`config.mk`:
```
export PLATFORM = sky130hd
export DESIGN_NAME = periodic_rate_div
export DESIGN_NICKNAME = d
export VERILOG_FILES = /design/src/rtl/rate_div_pkg.sv /design/src/rtl/rate_prescaler.sv /design/src/rtl/rate_tap_mux.sv /design/src/rtl/rate_wave_fsm.sv /design/src/rtl/periodic_rate_div.sv
export SDC_FILE = /design/constraint.sdc
export NUM_CORES = 1
export LEC_CHECK = 0
export BUFFER_PORTS_ARGS = -buffer_cell sky130_fd_sc_hd__clkbuf_2
export CAP_MARGIN = 20
export CELL_PAD_IN_SITES_DETAIL_PLACEMENT = 0
export CELL_PAD_IN_SITES_GLOBAL_PLACEMENT = 1
export CORE_MARGIN = 2
export CORE_UTILIZATION = 25
export CTS_CLUSTER_SIZE = 12
export DETAILED_ROUTE_END_ITERATION = 6
export PLACE_DENSITY_LB_ADDON = 0.1
export SYNTH_ARGS = -nofsm -noshare
export SYNTH_HDL_FRONTEND = slang
export SYNTH_SLANG_ARGS = --single-unit
```
`constraint.sdc`:
```
create_clock -name clk -period 1.8 [get_ports clk]
set_input_delay 0.09 -clock clk [delete_from_list [all_inputs] [get_ports clk]]
set_output_delay 0.09 -clock clk [all_outputs]
set_load 0.01 [all_outputs]
```
`src/rtl/rate_div_pkg.sv`:
```
package rate_div_pkg;

    localparam int RATE_W = 4;

    typedef enum logic [1:0] {
        ST_MUTE = 2'd0,
        ST_LOW  = 2'd1,
        ST_HIGH = 2'd2
    } wave_state_e;

    // Stage index of the tap chosen by a rate code (code 0 has no tap).
    function automatic logic [3:0] tap_index(input logic [RATE_W-1:0] code);
        logic [3:0] idx;
        case (code)
            4'd0:    idx = 4'd0;
            4'd1:    idx = 4'd6;
            4'd2:    idx = 4'd7;
            default: idx = code - 4'd2;
        endcase
        return idx;
    endfunction

endpackage

```
`src/rtl/rate_prescaler.sv`:
```
module rate_prescaler #(
    parameter int GRP_A = 3,
    parameter int GRP_B = 6,
    parameter int GRP_C = 6,
    localparam int STAGES = GRP_A + GRP_B + GRP_C
) (
    input  logic              clk,
    input  logic              rst_n,
    input  logic              step,
    output logic [STAGES-1:0] cnt,
    output logic [STAGES:0]   carry
);

    assign carry[0] = 1'b1;

    // One toggle stage per binary division; each toggles when all lower stages are high.
    for (genvar i = 0; i < STAGES; i++) begin : g_stage
        logic q;
        always_ff @(posedge clk) begin
            if (!rst_n)
                q <= 1'b0;
            else if (step && carry[i])
                q <= ~q;
        end
        assign cnt[i]     = q;
        assign carry[i+1] = carry[i] & q;
    end

    p_hold_r2: assert property (@(posedge clk) disable iff (!rst_n)
        !step |=> $stable(cnt));

    p_advance_r2: assert property (@(posedge clk) disable iff (!rst_n)
        (step && !carry[STAGES]) |=> (cnt == $past(cnt) + 1'b1));

endmodule

```
`src/rtl/rate_tap_mux.sv`:
```
module rate_tap_mux
    import rate_div_pkg::*;
#(
    parameter int STAGES = 15
) (
    input  logic [RATE_W-1:0] rate_sel,
    input  logic [STAGES-1:0] cnt,
    input  logic [STAGES:0]   carry,
    output logic              tap_bit,
    output logic              tap_rise_ok,
    output logic              tap_valid
);

    logic [3:0] idx;

    always_comb begin
        idx         = tap_index(rate_sel);
        tap_valid   = (rate_sel != '0);
        tap_bit     = tap_valid & cnt[idx];
        // The tap rises on the next step when all lower stages are high and it is low.
        tap_rise_ok = tap_valid & carry[idx] & ~cnt[idx];
    end

endmodule

```
`src/rtl/rate_wave_fsm.sv`:
```
module rate_wave_fsm
    import rate_div_pkg::*;
(
    input  logic clk,
    input  logic rst_n,
    input  logic gate_open,
    input  logic tap_bit,
    output logic sq_out
);

    wave_state_e state_q, state_d;

    always_ff @(posedge clk) begin
        if (!rst_n)
            state_q <= ST_MUTE;
        else
            state_q <= state_d;
    end

    always_comb begin
        state_d = state_q;
        unique case (state_q)
            ST_MUTE: if (gate_open) state_d = tap_bit ? ST_HIGH : ST_LOW;
            ST_LOW: begin
                if (!gate_open)   state_d = ST_MUTE;
                else if (tap_bit) state_d = ST_HIGH;
            end
            ST_HIGH: begin
                if (!gate_open)    state_d = ST_MUTE;
                else if (!tap_bit) state_d = ST_LOW;
            end
            default: state_d = ST_MUTE;
        endcase
    end

    always_comb begin
        sq_out = (state_q == ST_HIGH);
    end

    p_mute_r7: assert property (@(posedge clk) disable iff (!rst_n)
        !gate_open |=> !sq_out);

    p_follow_r5: assert property (@(posedge clk) disable iff (!rst_n)
        (gate_open && tap_bit) |=> sq_out);

endmodule

```
`src/rtl/periodic_rate_div.sv`:
```
module periodic_rate_div
    import rate_div_pkg::*;
#(
    parameter int GRP_A = 3,
    parameter int GRP_B = 6,
    parameter int GRP_C = 6
) (
    input  logic              clk,
    input  logic              rst_n,
    input  logic              tick_en,
    input  logic              osc_run,
    input  logic [RATE_W-1:0] rate_sel,
    input  logic              sq_en,
    input  logic              pwr_fail,
    output logic              sq_out,
    output logic              per_tick,
    output logic              sec_strobe
);

    localparam int STAGES = GRP_A + GRP_B + GRP_C;

    logic              step;
    logic [STAGES-1:0] cnt;
    logic [STAGES:0]   carry;
    logic              tap_bit, tap_rise_ok, tap_valid;
    logic              gate_open;
    logic              tick_q, sec_q;

    assign step      = tick_en & osc_run;
    assign gate_open = tap_valid & sq_en & ~pwr_fail;

    rate_prescaler #(.GRP_A(GRP_A), .GRP_B(GRP_B), .GRP_C(GRP_C)) u_pre (
        .clk   (clk),
        .rst_n (rst_n),
        .step  (step),
        .cnt   (cnt),
        .carry (carry)
    );

    rate_tap_mux #(.STAGES(STAGES)) u_mux (
        .rate_sel    (rate_sel),
        .cnt         (cnt),
        .carry       (carry),
        .tap_bit     (tap_bit),
        .tap_rise_ok (tap_rise_ok),
        .tap_valid   (tap_valid)
    );

    rate_wave_fsm u_fsm (
        .clk       (clk),
        .rst_n     (rst_n),
        .gate_open (gate_open),
        .tap_bit   (tap_bit),
        .sq_out    (sq_out)
    );

    always_ff @(posedge clk) begin
        if (!rst_n) begin
            tick_q <= 1'b0;
            sec_q  <= 1'b0;
        end else begin
            tick_q <= step & tap_rise_ok;
            sec_q  <= step & carry[STAGES];
        end
    end

    assign per_tick   = tick_q;
    assign sec_strobe = sec_q;

    p_rate0_quiet_r6: assert property (@(posedge clk) disable iff (!rst_n)
        (rate_sel == '0) |=> (!per_tick && !sq_out));

    p_tick_single_r4: assert property (@(posedge clk) disable iff (!rst_n)
        per_tick |=> !per_tick);

    p_pf_low_r8: assert property (@(posedge clk) disable iff (!rst_n)
        pwr_fail |=> !sq_out);

    p_strobe_wrap_r9: assert property (@(posedge clk) disable iff (!rst_n)
        sec_strobe |-> (cnt == '0));

endmodule

```
==> impl_metrics.json <==
{
  "seq_area_frac_synth_pct": 29.1,
  "skew_ns": 0.00331,
  "tightest_slew_ns": 0.362,
  "min_to": "u_fsm.state_q[0]",
  "grtUsageTotal_pct": 12.7,
  "irDropWorstVdd_mv": 0.289,
  "drt-total-wl_um": 3420,
  "nets": 199,
  "core_area_mm2": 0.00507,
  "drc": 0,
  "fin_crit_sh_pct": 92.4,
  "startpoint_type": "register",
  "cp_data_required_time_ns": 1.96,
  "cap_violations": 0,
  "end_kind": "register",
  "layout_commonest_cell": "buf_4",
  "rr_worst_depth": 3,
  "min_path_type": "primary input to register",
  "status": "finished, final reports clean",
  "grt-ovfl-total": 0,
  "grt_pass1_wl_um": 6000,
  "path_cells": "nand4_4, or4b_1, a2111oi_2",
  "fillers": 556,
  "clock_path_buffers": 2,
  "die_area_mm2": 0.00581,
  "syn_nets": 171,
  "syn_area_mm2": 0.00131,
  "synth_edf_count": 0,
  "post_drt_wl_per_cell_um": 13.3,
  "initial_utilization_pct": 25.7,
  "critPathLaunch": "u_pre.g_stage[1].q",
  "numCtsBuffers": 3,
  "drtPass1Iterations": 4,
  "drt_iter0_markers": 50,
  "synthCells": 160,
  "cts.clk_slew.worst_paths_ns": 0.08,
  "fin_setup_tns_ns": 0,
  "final_cell_mix": "buf_4, dfxtp_1, and2_1",
  "setup_violations": 0,
  "clock_sinks": 19,
  "ff_latch_area_um2": 380,
  "ys_async_sr_fraction_pct": 0,
  "htree_levels": 1,
  "tritoncts": "done",
  "post_cts_buffers": 0,
  "period_needed_ns": 1.66,
  "cp_slowest_cell": "or4b_1",
  "grt_pass1_vias": 1232,
  "ys_warn_count": 0,
  "r2r_end": "per_tick",
  "hpwl_um": 2690,
  "rrSetupSlack_ns": 0.14,
  "leakage_nw": 0.626,
  "gp_congestion": 0.772,
  "antenna_found_initial": 0,
  "power_density_mw_per_mm2": 568,
  "hold-path-cell-count": 4,
  "yosysUniqueCellTypes": 49,
  "vias": 1224,
  "grt_max_degree": 22,
  "drv_slew": 0,
  "clk_latency_ns": 0.26,
  "hold_violations": 0,
  "fmax_mhz": 601,
  "cp_max_fo": 5,
  "io_pins": 13,
  "max_stage_delay_ns": 0.57,
  "relSlewSlack_pct": 75.7,
  "whs_ns": 0.0904,
  "syn_area_per_cell_um2": 8.16,
  "portBuffers": 12,
  "multi_input_area_um2": 878,
  "antennaDiodeCount": 0,
  "min-delay-start": "pwr_fail",
  "cts_root_buf": "clkbuf_8",
  "rows": 26,
  "dieHeight_um": 76.3,
  "syn_to_final_growth_pct": 25.9,
  "criticalPathCategory": "register to register",
  "chipWidth_um": 76.3,
  "r2r-start": "u_pre.g_stage[1].q",
  "via_per_inst": 4.76,
  "ant_nets": 0,
  "rsz0062_at_grt": "no",
  "drive_above_1_share_pct": 25.7,
  "worstPathArrival_ns": 1.83,
  "synth_seq_cells": 19,
  "synth_ff_type": "dfxtp_1"
}
## cell type report
type / instances / share of cell area [%]
Multi-Input combinational cell: 124 / 53.5
Sequential cell: 19 / 23.2
Timing Repair Buffer: 34 / 13.7
Tap cell: 70 / 5.33
Clock buffer: 3 / 2.51
Inverter: 6 / 1.37
Clock inverter: 1 / 0.457
## where the power goes
| part | total [mW] | switching (mW) | internal, mW |
|---|---|---|---|
| combinational | 0.186 | 0.0985 | 0.0879 |
| clock | 0.318 | 0.162 | 0.156 |
| sequential | 0.429 | 0.00442 | 0.425 |
## what timing repair did
item	CTS	global route
pin swaps	0	0
hold buffers	0	0
endpoints found under the setup margin	1	2
gates resized for setup	1	1
## worst max-delay path by stage
stage / to / slack, ns / cells after the start
2_1_floorplan: per_tick / 0.006 / 8
3_3_place_gp: u_pre.g_stage[14].q / -0.02 / 6
3_5_place_dp: per_tick / -0.06 / 8
4_1_cts: per_tick / 0.05 / 3
5_1_grt: u_pre.g_stage[14].q / 0.02 / 6
6_report: per_tick / 0.14 / 3
## cell families (layout without fill, tap and decap cells)
group	after synthesis	after routing	share of synthesized area (%)
buffers and inverters	17	44	6.23
DFF	19	19	29.1
xor gates and xnor gates	15	15	10.1
muxes	3	3	2.40
and+or+nand+nor	63	63	26.9
AOI/OAI and AO/OA	42	42	24.3
adders and majority gates	1	1	0.959
## metal layers
metal | track usage, % | part of all wire, %
met4 | 2.73 | 0.35
met2 | 21.9 | 49
met1 | 16.4 | 48
met5 | 0 | 0
met3 | 2.61 | 2.5
## sequential cells by signal, summed over array words and instances, names as in the netlist
name / cells
per_tick: 1
sec_strobe: 1
u_fsm.state_q: 2
u_pre.g_stage.q: 15
## metrics by stage
stage	total power [mW]	worst slack, ns	utilization (%)	instance area [um^2]	instances
after CTS	0.949	0.0491	32.2	1630	257
after floorplan	0.555	0.00627	-	1340	160
final	0.933	0.136	32.4	1640	257
after detailed placement	0.624	-0.0637	31.1	1580	253
after global routing	0.985	0.0175	32.4	1640	257
after global placement	0.626	-0.0216	31.1	1580	253
## cell usage after synthesis (2+ instances only)
master     n  share of area, %
a211oi_1   3               1.7
a21oi_1    9               3.5
and2_1    13               6.2
buf_2      5               1.9
buf_4      3               1.7
clkbuf_1   3              0.86
dfxtp_1   19                29
inv_1      6               1.7
mux2i_1    2               1.5
nand2_1   11               3.2
nand2b_1   2              0.96
nand3_1    9               3.5
nand4_1    6               2.9
nor2_1     7               2.0
nor2b_1    4               1.9
nor3_1     3               1.2
nor4_1     2              0.96
o211ai_1   2               1.2
o21a_1     2               1.2
o21ai_1    4               1.5
o22ai_1    2              0.96
o31ai_1    2               1.2
or3_1      2              0.96
xnor2_1   10               6.7
xor2_1     5               3.4
## critical path, delay by kind of cell (launching register included)
family / cells / cell delay (ns)
AND/OR/NAND/NOR: 2 / 0.76
AO/OA/AOI/OAI: 1 / 0.36
flip-flops: 1 / 0.45
Note: power is estimated with default switching activity, not from simulation.
